File: src/rtl/smpdemux_pkg.sv
package smpdemux_pkg;
  timeunit 1ns;
  timeprecision 100ps;

  // Outcome of the range test on one sample
  typedef enum logic [1:0] {
    RANGE_IN   = 2'd0,
    RANGE_LOW  = 2'd1,
    RANGE_HIGH = 2'd2
  } range_e;

  // Bit offsets of the control fields above the code inside a pipeline entry
  localparam int ENTRY_CTL_BITS = 3;
endpackage

File: src/rtl/smpdemux_sat.sv
module smpdemux_sat
  import smpdemux_pkg::*;
#(
  parameter int IN_W  = 12,
  parameter int OUT_W = 8
) (
  input  logic signed [IN_W-1:0] smp,
  output logic [OUT_W-1:0]       code,
  output logic                   oor
);
  timeunit 1ns;
  timeprecision 100ps;

  localparam int HI_I = (2 ** (OUT_W - 1)) - 1;
  localparam int LO_I = -(2 ** (OUT_W - 1));
  localparam logic signed [IN_W-1:0] HI = IN_W'(HI_I);
  localparam logic signed [IN_W-1:0] LO = IN_W'(LO_I);

  range_e rng;

  always_comb begin
    if (smp > HI)      rng = RANGE_HIGH;
    else if (smp < LO) rng = RANGE_LOW;
    else               rng = RANGE_IN;
  end

  // Offset binary: the sign bit of the in-range value is inverted
  always_comb begin
    case (rng)
      RANGE_HIGH: code = '1;
      RANGE_LOW:  code = '0;
      default:    code = {~smp[OUT_W-1], smp[OUT_W-2:0]};
    endcase
  end

  assign oor = (rng != RANGE_IN);
endmodule

File: src/rtl/smpdemux_dly.sv
module smpdemux_dly #(
  parameter int W     = 11,
  parameter int DEPTH = 14,
  parameter int TAP_A = 12,
  parameter int TAP_B = 13
) (
  input  logic         clk,
  input  logic         rst,
  input  logic [W-1:0] din,
  output logic [W-1:0] head,
  output logic [W-1:0] tap_a,
  output logic [W-1:0] tap_b
);
  timeunit 1ns;
  timeprecision 100ps;

  // Flip-flop chain rather than a RAM: every stage must clear on reset
  logic [W-1:0] stg [DEPTH];

  always_ff @(posedge clk) begin
    if (rst) begin
      stg <= '{default: '0};
    end else begin
      stg[0] <= din;
      for (int k = 1; k < DEPTH; k++) stg[k] <= stg[k-1];
    end
  end

  generate
    if (TAP_A < DEPTH && TAP_B < DEPTH) begin : g_taps
      assign tap_a = stg[TAP_A];
      assign tap_b = stg[TAP_B];
    end else begin : g_taps_clip
      assign tap_a = stg[DEPTH-1];
      assign tap_b = stg[DEPTH-1];
    end
  endgenerate

  assign head = stg[0];
endmodule

File: src/rtl/smpdemux_out.sv
module smpdemux_out #(
  parameter int OUT_W = 8,
  parameter int W     = OUT_W + 3
) (
  input  logic             clk,
  input  logic             rst,
  input  logic [W-1:0]     ent_p,
  input  logic [W-1:0]     ent_d,
  output logic [OUT_W-1:0] p_word,
  output logic             p_oor,
  output logic [OUT_W-1:0] d_word,
  output logic             d_oor,
  output logic             pair_rdy
);
  timeunit 1ns;
  timeprecision 100ps;

  // Entry layout: {valid, odd, oor, code}
  localparam int VLD = W - 1;
  localparam int ODD = W - 2;
  localparam int OOR = W - 3;

  logic load;

  // Load when an odd sample reaches the primary tap with its even partner behind it
  assign load = ent_p[VLD] & ent_p[ODD] & ent_d[VLD] & ~ent_d[ODD];

  always_ff @(posedge clk) begin
    if (rst) begin
      p_word   <= '0;
      p_oor    <= 1'b0;
      d_word   <= '0;
      d_oor    <= 1'b0;
      pair_rdy <= 1'b0;
    end else if (load) begin
      p_word   <= ent_p[OUT_W-1:0];
      p_oor    <= ent_p[OOR];
      d_word   <= ent_d[OUT_W-1:0];
      d_oor    <= ent_d[OOR];
      pair_rdy <= ~pair_rdy;
    end
  end
endmodule

File: src/rtl/smpdemux.sv
module smpdemux
  import smpdemux_pkg::*;
#(
  parameter int IN_W  = 12,
  parameter int OUT_W = 8,
  parameter int LAT_P = 13
) (
  input  logic             clk,
  input  logic             rst,
  input  logic [IN_W-1:0]  smp_in,
  output logic [OUT_W-1:0] p_word,
  output logic             p_oor,
  output logic [OUT_W-1:0] d_word,
  output logic             d_oor,
  output logic             pair_rdy
);
  timeunit 1ns;
  timeprecision 100ps;

  localparam int LAT_D = LAT_P + 1;
  localparam int EW    = OUT_W + ENTRY_CTL_BITS;
  localparam int DEPTH = LAT_D;

  logic [OUT_W-1:0] code_c;
  logic             oor_c;
  logic             phase;
  logic [EW-1:0]    entry_c;
  logic [EW-1:0]    head_q;
  logic [EW-1:0]    tap_p;
  logic [EW-1:0]    tap_d;

  smpdemux_sat #(.IN_W(IN_W), .OUT_W(OUT_W)) u_sat (
    .smp  ($signed(smp_in)),
    .code (code_c),
    .oor  (oor_c)
  );

  // Sample index parity; index 0 is the first sample after reset
  always_ff @(posedge clk) begin
    if (rst) phase <= 1'b0;
    else     phase <= ~phase;
  end

  assign entry_c = {1'b1, phase, oor_c, code_c};

  // A sample taken at edge n sits in stage k after edge n+k
  smpdemux_dly #(
    .W(EW), .DEPTH(DEPTH), .TAP_A(LAT_P - 1), .TAP_B(LAT_D - 1)
  ) u_dly (
    .clk   (clk),
    .rst   (rst),
    .din   (entry_c),
    .head  (head_q),
    .tap_a (tap_p),
    .tap_b (tap_d)
  );

  smpdemux_out #(.OUT_W(OUT_W), .W(EW)) u_out (
    .clk      (clk),
    .rst      (rst),
    .ent_p    (tap_p),
    .ent_d    (tap_d),
    .p_word   (p_word),
    .p_oor    (p_oor),
    .d_word   (d_word),
    .d_oor    (d_oor),
    .pair_rdy (pair_rdy)
  );
endmodule

File: config.mk
export PLATFORM = sky130hd
export DESIGN_NAME = smpdemux
export DESIGN_NICKNAME = d
export VERILOG_FILES = /design/src/rtl/smpdemux_pkg.sv /design/src/rtl/smpdemux_sat.sv /design/src/rtl/smpdemux_dly.sv /design/src/rtl/smpdemux_out.sv /design/src/rtl/smpdemux.sv
export SDC_FILE = /design/constraint.sdc
export NUM_CORES = 1
export LEC_CHECK = 0
export BUFFER_PORTS_ARGS = -buffer_cell sky130_fd_sc_hd__buf_2
export CORE_UTILIZATION = 37
export DETAILED_ROUTE_END_ITERATION = 10
export GPL_TIMING_DRIVEN = 0
export PLACE_DENSITY = 0.63
export SYNTH_ARGS = -nofsm -noshare
export SYNTH_HDL_FRONTEND = slang
export SYNTH_SLANG_ARGS = --single-unit
File: constraint.sdc
create_clock -name clk -period 1.95 [get_ports clk]
set_input_delay 0.39 -clock clk [delete_from_list [all_inputs] [get_ports clk]]
set_output_delay 0.39 -clock clk [all_outputs]
set_load 0.03 [all_outputs]
==> summary.txt, run 1 <==
Detailed routing
  – Vias: 2,652
  – Final wirelength: 6371 um
  – Drt wl/cell: 9.802 um
  – DRC: 0
  – Vias per cell: 4.080
  – DR pass1 iterations: 4
  – Routed Antenna Nets: 0
  – 1st-iter DRT viols: 84

Worst setup path
  – CP top delay family: flip-flops
  – Startpoint Class: flip-flop
  – R2r endpoint: u_out.d_word[2]$_SDFFE_PP0P_
  – Crit Reg-Reg Startpoint: u_dly.tap_b[9]$_SDFF_PP0_
  – Reg2reg setup slack: 750 ps
  – Worst EP required: 1560 ps
  – Setup crit end kind: output port
  – Worst setup path end: p_word[2]
  – Critical path peak fanout: 2
  – Biggest cell delay along the critical path: 350 ps
  – Critical path startpoint: u_out.p_word[2]$_SDFFE_PP0P_
  – Worst R2R Path Depth: 4
  – Buf/Inv on CP: 1
  – Levels on crit path: 1
  – CP max-delay cell: dfxtp_1
  – Critical Path AT: 960 ps
  – Critical path class: reg2out
  – CP cell instances: buf_2

Placement
  – Port buffer count: 32
  – RD Place Congestion: 0.6548
  – Detailed Place HPWL: 4267 um

STA
  – Max-slew violation total from the final report: 0
  – Worst hold margin: 168.6 ps
  – Max frequency: 0.7395 GHz
  – Slew HR: 49.77%
  – Hold Vio Cnt, Final: 0
  – Worst Tran Pin Value: 747.7 ps
  – Min cycle time layout: 1352 ps
  – Setup Skew: 7.084 ps
  – RSZ-0062 raised after global routing: false
  – Final worst-path cycle share: 69.34%
  – Setup tns final: 0 ps
  – Final number of setup-violating endpoints: 0

CTS
  – Clk buf depth: 2
  – Post-CTS setup buffers: 0
  – Clock Pin Slew Worst Setup and Hold Paths: 60 ps
  – Hold-fix buffers, CTS: 0
  – Post-cts resize count: 0
  – CTS buffer count: 17
  – Clock Tree Root: clkbuf_16
  – H-Tree Depth: 4
  – Later-pin clock latency in the skew report: 410 ps
  – # clock sinks: 174
  – CTS tree: done

GRT
  – Overflow after GRT: 0
  – Tot GR Track Use: 10.70%
  – Initial antenna violation count: 0
  – Global-route wire length before repair: 10,630 um
  – Vias in the first global route: 2,380
  – Largest net degree at the start of global routing: 17

Synthesis
  – Yosys cell types: 17
  – Synthesized area: 4866 um^2
  – Mean Syn Cell Area: 11.75 um^2
  – Synth top area share: 71.59%
  – YS warnings: 0
  – Post-synthesis register bit count: 174
  – Gate Count Post-Synth: 414
  – Yosys top cell by area: dfxtp_1
  – Net Count, Synth: 428
  – Area contributors post-synth: dfxtp_1, nor2b_1, nand2_1
  – Post-synthesis sequential area ratio: 71.59%

Die
  – Row Count: 41
  – Die Span X: 116.7 um
  – Die footprint: 13,610 um^2
  – IO Count: 33
  – Die outline height: 116.7 um
  – Initial core utilization: 38.25%
  – Core Region: 12,720 um^2

Flow run
  – # Max-Cap Violations: 0

Outcome
  – Outcome: finished, final reports clean

Pwr
  – Max VDD drop: 0.0005997 V
  – P_leak: 2.400 nW
  – Pwr Density: 1199 nW/um^2

Finish
  – Fill count: 1,198
  – Layout cells sized above 1: 17.15%
  – NumNets Final: 479
  – ANT cells: 0
  – Layout Area Growth over Synthesis: 19.62%

Worst hold path
  – HP Class: in2reg
## routing by layer
metal / wire length (um) / track usage (%) / vias up
met5: 0 / 0 / -
met4: 85 / 6.076 / 0
met3: 293 / 4.359 / 12
met2: 3285 / 19.13 / 45
met1: 2707 / 10.44 / 1215
li1: - / - / 1380
## worst min-delay path by stage
stage | startpoint | to | slack (ps) | depth (start not counted)
6_report | smp_in[3] | u_dly.head[3]$_SDFF_PP0_ | 170 | 2
2_1_floorplan | phase$_SDFF_PP0_ | phase$_SDFF_PP0_ | 380 | 1
3_3_place_gp | phase$_SDFF_PP0_ | phase$_SDFF_PP0_ | 390 | 1
5_1_grt | smp_in[3] | u_dly.head[3]$_SDFF_PP0_ | 160 | 2
4_1_cts | smp_in[3] | u_dly.head[3]$_SDFF_PP0_ | 150 | 2
3_5_place_dp | phase$_SDFF_PP0_ | phase$_SDFF_PP0_ | 400 | 1
## area by class of cell
type                    count  area [um^2]  share of cell area [%]
flip-flops and latches    174         3483                   59.85
multi-input cells         217         1256                   21.58
clock buffers              18        439.2                   7.545
well taps                 172        215.2                   3.697
repair buffers             32        160.2                   2.752
clock inverters            14        140.1                   2.408
plain buffers              21        118.9                   2.042
inverters                   2        7.507                  0.1290
## stage by stage
step / util, % / total power, W / setup WS, ps / instances / area (um^2)
after floorplan: - / 0.003779 / 808.6 / 414 / 4866
after global placement: 41.20 / 0.003823 / 575.0 / 618 / 5241
after detailed placement: 41.20 / 0.003829 / 513.5 / 618 / 5241
after CTS: 45.75 / 0.007082 / 573.0 / 650 / 5821
after global routing: 45.75 / 0.007261 / 538.3 / 650 / 5821
final: 45.75 / 0.006981 / 597.8 / 650 / 5821
## cells in the final DEF, fill, tap and decap left out, drive strengths merged
cell type and instances:
buf 49, bufinv 2, o21ai 1, nand2 36, nor2 3, nor3 1
a21o 7, dfxtp 174, nand4 1, clkbuf 22, clkinv 7, nand4b 1
clkinvlp 2, nor2b 144, and4b 1, nor4 1, a21oi 20, xnor2 1
inv 5
## power breakdown
part           internal, W  leakage, nW  switching [W]
Combinational    0.0000514        0.704      0.0000799
Clock              0.00192        0.286        0.00132
Sequential         0.00360         1.41     0.00000877
Total              0.00557         2.40        0.00141
## Yosys cell counts, drive strengths merged
master / n
nor3: 1
nor2: 3
nand4: 1
clkbuf: 4
a21o: 7
buf: 17
a21oi: 20
dfxtp: 174
inv: 2
and4b: 1
nor4: 1
o21ai: 1
xnor2: 1
nor2b: 144
nand2: 36
nand4b: 1
## state kept, by name (all words and copies together) (netlist names)
name	cells
u_out.p_oor	1
u_out.p_word	8
u_dly.tap_a	11
u_dly.stg	121
u_out.d_oor	1
u_out.d_word	8
u_dly.head	11
u_out.pair_rdy	1
u_dly.tap_b	11
phase	1
## logic make-up after synthesis
kind of cell	count (synthesis)	synth area share, %
flops	174	71.59
buf+inv	23	2.597
simple gates	188	22.40
xor+xnor	1	0.1800
compound gates	28	3.240
Note: power is estimated with default switching activity, not from simulation.
==> run 2, diff against run 1 <==
- PLACE_DENSITY: 0.63 -> 0.65
- clock period: 1.95 -> 1.11 ns (I/O delays scaled with it)
==> summary.txt, run 2 (synthesis results as in run 1) <==
Outcome
  – Outcome: finished, final reports clean

STA
  – Worst Tran Pin Value: 722.5 ps
  – Max frequency: 0.9035 GHz
  – RSZ-0062 raised after global routing: true
  – Max-slew violation total from the final report: 0
  – Min cycle time layout: 1107 ps
  – Slew HR: 51.46%
  – Setup Skew: 9.940 ps
  – Final worst-path cycle share: 99.71%
  – Setup tns final: 0 ps
  – Final number of setup-violating endpoints: 0
  – Hold Vio Cnt, Final: 0
  – PnR worst setup slack: 3.202 ps
  – Worst hold margin: 95.91 ps

Pwr
  – Net switching power: 0.002508 W
  – Sw Share: 20.15%
  – Sequential power share: 51.0%
  – P_int: 0.009942 W
  – Clk pwr share: 47.0%
  – Max VDD drop: 0.001111 V
  – P_leak: 2.581 nW
  – Logic pwr share: 2.1%
  – Pwr Density: 1985 nW/um^2

Finish
  – Max reg flops: 121
  – Layout Area Growth over Synthesis: 28.93%
  – NumNets Final: 496
  – ANT cells: 0
  – Layout Cell Area excl Fill: 6274 um^2
  – Most common cell after layout, fill and taps aside: dfxtp_1
  – Layout cells sized above 1: 28.08%
  – Commonest non-fill, non-tap cells in the layout: dfxtp_1, nor2b_1, nand2_1
  – Fill count: 1,121
  – Top reg by flops: u_dly.stg
  – Core Util, Final: 49.31%

CTS
  – Later-pin clock latency in the skew report: 420 ps
  – Clock Pin Slew Worst Setup and Hold Paths: 60 ps
  – Clock Tree Root: clkbuf_16
  – CTS buffer count: 17
  – Clk buf depth: 2
  – CTS tree: done
  – # clock sinks: 174
  – H-Tree Depth: 4

Flow run
  – # Max-Cap Violations: 0

Worst hold path
  – Hold Crit Depth: 3
  – HP Class: in2reg

Detailed routing
  – 1st-iter DRT viols: 106
  – Final wirelength: 6895 um
  – DR pass1 iterations: 4
  – Vias: 2,749
  – Vias per cell: 4.121
  – Routed Antenna Nets: 0
  – DRC: 0
  – Drt wl/cell: 10.34 um

Worst setup path
  – Startpoint Class: flip-flop
  – CP max-delay cell: dfxtp_4
  – Setup crit end kind: flip-flop
  – Worst EP required: 1400 ps
  – Biggest cell delay along the critical path: 350 ps
  – Worst R2R Path Depth: 5
  – Critical path peak fanout: 5
  – Critical Path AT: 1390 ps
  – CP cell instances: and4b_1 -> buf_6 -> buf_4 -> xnor2_2 -> nor2_1
  – Critical path class: reg2reg

GRT
  – Overflow after GRT: 0
  – Global-route wire length before repair: 11,010 um
  – Vias in the first global route: 2,486
  – Initial antenna violation count: 0
  – Tot GR Track Use: 11.18%
  – Largest net degree at the start of global routing: 17

Die
  – Die Span X: 116.7 um
  – IO Count: 33
  – Die footprint: 13,610 um^2
  – Die outline height: 116.7 um
  – Core Region: 12,720 um^2
  – Row Count: 41
  – Initial core utilization: 38.25%

Placement
  – DP Area: 5241 um^2
  – Post-Place Setup Slack: -159.2 ps
  – Port buffer count: 32
  – Detailed Place HPWL: 4152 um
  – RD Place Congestion: 0.6889
[run 2: cell count changes in the layout (fill, tap and decap cells not counted), sizes merged]
cell,change
dlygate4sd3,+8
clkbuf,+2
buf,+9
clkinv,-3
clkinvlp,+2
inv,-1
[run 2: layer usage]
layer  global-route usage, %  vias up  wire [um]
li1                        -     1414          -
met3                   5.293       13        307
met2                   20.28       57       3641
met5                       0        -          0
met4                   5.823        0        145
met1                   10.41     1265       2801
[run 2: cell type report]
type                       count  area (um^2)  share of cell area (%)
sequential                   174         3513                   56.00
inverter                       2        7.507                  0.1197
timing repair buffer          49        442.9                   7.060
multi-input combinational    217         1371                   21.86
tap                          172        215.2                   3.430
clock buffer                  20        466.7                   7.439
buffer                        21        121.4                   1.935
clock inverter                12        135.1                   2.154
[run 2: timing repair]
item / in CTS / in global routing
cloned: 0 / 1
pin swaps: 0 / 13
gates resized for setup: 61 / 34
setup endpoints to repair: 29 / 37
hold buffers: 8 / 0
endpoints found under the hold margin: 8 / 0
buffers inserted: 5 / 3
[run 2: critical path: cells and delay by family, from the launching register on]
family	cells	cell delay, ps
flip-flops	1	350
XOR/XNOR	1	120
buffers and inverters	2	260
AND/OR/NAND/NOR	2	240
[run 2: worst paths after layout]
check | start | slack [ps] | end
setup / recovery | u_dly.tap_a[9]$_SDFF_PP0_ | 3 | u_out.pair_rdy$_SDFFE_PP0P_
hold / removal | smp_in[11] | 100 | u_dly.head[8]$_SDFF_PP0_
setup reg to reg | u_dly.tap_a[9]$_SDFF_PP0_ | 3 | u_out.pair_rdy$_SDFFE_PP0P_
hold reg to reg | phase$_SDFF_PP0_ | 400 | phase$_SDFF_PP0_
[run 2: power by group through the flow]
stage | logic (W) | registers [W] | clock network (W)
2_1_floorplan | 0.000157 | 0.00648 | 0
3_3_place_gp | 0.000228 | 0.00648 | 0
3_5_place_dp | 0.000239 | 0.00649 | 0
4_1_cts | 0.000261 | 0.00635 | 0.00599
5_1_grt | 0.000292 | 0.00635 | 0.00629
6_report | 0.000260 | 0.00634 | 0.00585
[run 2: per-stage QoR]
| step | total power (W) | cells |
|---|---|---|
| after CTS | 0.01260 | 663 |
| after floorplan | 0.006639 | 414 |
| after detailed placement | 0.006726 | 618 |
| final | 0.01245 | 667 |
| after global routing | 0.01293 | 667 |
| after global placement | 0.006713 | 618 |
==> run 3, diff against run 2 <==
--- a/config.mk
+++ b/config.mk
@@ -8,6 +8,6 @@
 export BUFFER_PORTS_ARGS = -buffer_cell sky130_fd_sc_hd__buf_2
-export CORE_UTILIZATION = 37
+export CORE_UTILIZATION = 45
 export DETAILED_ROUTE_END_ITERATION = 10
 export GPL_TIMING_DRIVEN = 0
-export PLACE_DENSITY = 0.65
+export PLACE_DENSITY = 0.75
 export SYNTH_ARGS = -nofsm -noshare
--- a/constraint.sdc
+++ b/constraint.sdc
@@ -3,2 +3,2 @@
 set_output_delay 0.222 -clock clk [all_outputs]
-set_load 0.03 [all_outputs]
+set_load 0.02 [all_outputs]
==> summary.txt, run 3 (synthesis results as in run 1) <==
Worst setup path
  – Buf/Inv on CP: 1
  – Setup crit end kind: output port
  – Startpoint Class: flip-flop
  – Critical Path AT: 1000 ps
  – Critical path class: reg2out
  – R2r endpoint: u_out.d_word[3]$_SDFFE_PP0P_
  – Biggest cell delay along the critical path: 350 ps
  – CP cell instances: buf_6
  – Worst R2R Path Depth: 5
  – CP max-delay cell: dfxtp_2
  – Critical path peak fanout: 2
  – Worst EP required: 890 ps
  – Reg2reg setup slack: -90 ps
  – Crit Reg-Reg Startpoint: u_dly.tap_a[9]$_SDFF_PP0_
  – CP top delay family: flip-flops

STA
  – Final worst-path cycle share: 109.6%
  – Slew HR: 49.27%
  – Final number of setup-violating endpoints: 24
  – Min cycle time layout: 1217 ps
  – Hold Vio Cnt, Final: 0
  – Setup Skew: 8.064 ps
  – Max frequency: 0.8217 GHz
  – PnR worst setup slack: -107.0 ps
  – Max-slew violation total from the final report: 0
  – Worst hold margin: 34.64 ps
  – Worst Tran Pin Value: 755.1 ps
  – RSZ-0062 raised after global routing: true

CTS
  – Clock Tree Root: clkbuf_8
  – Clk buf depth: 2
  – CTS tree: done
  – H-Tree Depth: 4
  – CTS buffer count: 17
  – Later-pin clock latency in the skew report: 520 ps
  – Clock Pin Slew Worst Setup and Hold Paths: 70 ps
  – # clock sinks: 174

Die
  – Row Count: 37
  – Core Region: 10,420 um^2
  – Die footprint: 11,230 um^2
  – Initial core utilization: 46.71%
  – Die outline height: 106.0 um
  – Die Span X: 106.0 um
  – IO Count: 33

Placement
  – Detailed Place HPWL: 4313 um
  – Port buffer count: 32
  – Placed Cells: 582
  – RD Place Congestion: 0.7151

Finish
  – ANT cells: 0
  – Most common cell after layout, fill and taps aside: dfxtp_1
  – Max reg flops: 121
  – Layout cells sized above 1: 28.57%
  – Fill count: 807
  – Top reg by flops: u_dly.stg
  – NumNets Final: 498
  – Layout Area Growth over Synthesis: 28.90%
  – Commonest non-fill, non-tap cells in the layout: dfxtp_1, nor2b_1, buf_2
  – Final Instance Count excl. Fillers: 633

Pwr
  – Pwr Density: 1955 nW/um^2
  – Sequential power share: 51.7%
  – Sw Share: 20.29%
  – Total power: 0.01226 W
  – Net switching power: 0.002488 W
  – Clk pwr share: 46.1%
  – P_leak: 2.706 nW
  – Max VDD drop: 0.001319 V
  – Logic pwr share: 2.1%
  – P_int: 0.009775 W

Detailed routing
  – Drt wl/cell: 11.78 um
  – DR pass1 iterations: 5
  – 1st-iter DRT viols: 49
  – Vias per cell: 4.415
  – Vias: 2,795
  – Routed Antenna Nets: 0
  – Final wirelength: 7458 um
  – DRC: 0

Worst hold path
  – Min-delay src: smp_in[10]
  – Hold Crit Depth: 3
  – HP Class: in2reg
  – WHS Endpoint: u_dly.head[8]$_SDFF_PP0_

GRT
  – Tot GR Track Use: 13.38%
  – Global-route wire length before repair: 11,260 um
  – GR met1 Demand/Resource: 12.63%
  – Overflow after GRT: 0
  – Initial antenna violation count: 0
  – Most Used Layer, Global Route: met2
  – Met2 GRT Util: 24.98%
  – Met3 usage: 4.966%
  – Vias in the first global route: 2,637
  – Largest net degree at the start of global routing: 17

Flow run
  – # Max-Cap Violations: 0

Outcome
  – Outcome: finished, violations left
  – Violated checks: setup timing
run 3: cell types whose count changed in the layout (fill, tap and decap cells not counted), sizes merged:
cell	delta
buf	+1
clkinvlp	-1
clkbuf	+1
clkinv	+1
run 3: worst max path at each step:
stage / depth (start not counted) / from / slack (ps) / endpoint
detailed placement: 4 / u_dly.tap_b[9]$_SDFF_PP0_ / -130 / u_out.p_word[4]$_SDFFE_PP0P_
global placement: 3 / rst / -70 / u_dly.head[5]$_SDFF_PP0_
floorplan: 4 / u_dly.tap_b[9]$_SDFF_PP0_ / 110 / u_out.d_word[0]$_SDFFE_PP0P_
finish: 1 / u_out.d_word[3]$_SDFFE_PP0P_ / -110 / d_word[3]
CTS: 1 / u_out.pair_rdy$_SDFFE_PP0P_ / -130 / pair_rdy
global route: 1 / u_out.d_word[3]$_SDFFE_PP0P_ / -140 / d_word[3]
run 3: routing by layer:
metal	routed length [um]	up-vias	part of all wire, %
li1	-	1412	-
met1	2906	1316	39
met2	4181	52	56
met3	241	15	3.2
met4	129	0	1.7
met5	0	-	0
run 3: area by class of cell:
class	instances	area (um^2)	area share, %
Sequential cell	174	3513	56.01
Multi-Input combinational cell	217	1403	22.36
Timing Repair Buffer	51	471.7	7.520
Clock buffer	20	445.4	7.102
Tap cell	136	170.2	2.713
Clock inverter	12	136.4	2.174
Buffer	21	125.1	1.995
Inverter	2	7.507	0.1197
run 3: through the flow:
| step | area (um^2) | TNS, ps | worst slack, ps | util [%] |
|---|---|---|---|---|
| after floorplan | 4866 | 0 | 105.2 | - |
| after global placement | 5196 | -1340 | -73.25 | 49.89 |
| after detailed placement | 5196 | -2164 | -128.4 | 49.89 |
| after CTS | 6058 | -2025 | -126.8 | 58.16 |
| after global routing | 6272 | -3007 | -143.6 | 60.22 |
| final | 6272 | -1807 | -107.0 | 60.22 |
run 3: timing repair:
| item | CTS | global route |
|---|---|---|
| hold endpoints to repair | 9 | 0 |
| buffers inserted | 4 | 6 |
| hold buffers | 8 | 0 |
| endpoints found under the setup margin | 29 | 33 |
| cloned | 0 | 1 |
| pin swaps | 0 | 22 |
| resized for setup | 61 | 42 |
run 3: power groups by stage:
| stage | registers, W | logic (W) | clock network [W] |
|---|---|---|---|
| after floorplan | 0.00648 | 0.000157 | 0 |
| after global placement | 0.00649 | 0.000226 | 0 |
| after CTS | 0.00635 | 0.000259 | 0.00578 |
| after detailed placement | 0.00649 | 0.000236 | 0 |
| final | 0.00635 | 0.000260 | 0.00566 |
| after global routing | 0.00635 | 0.000288 | 0.00607 |
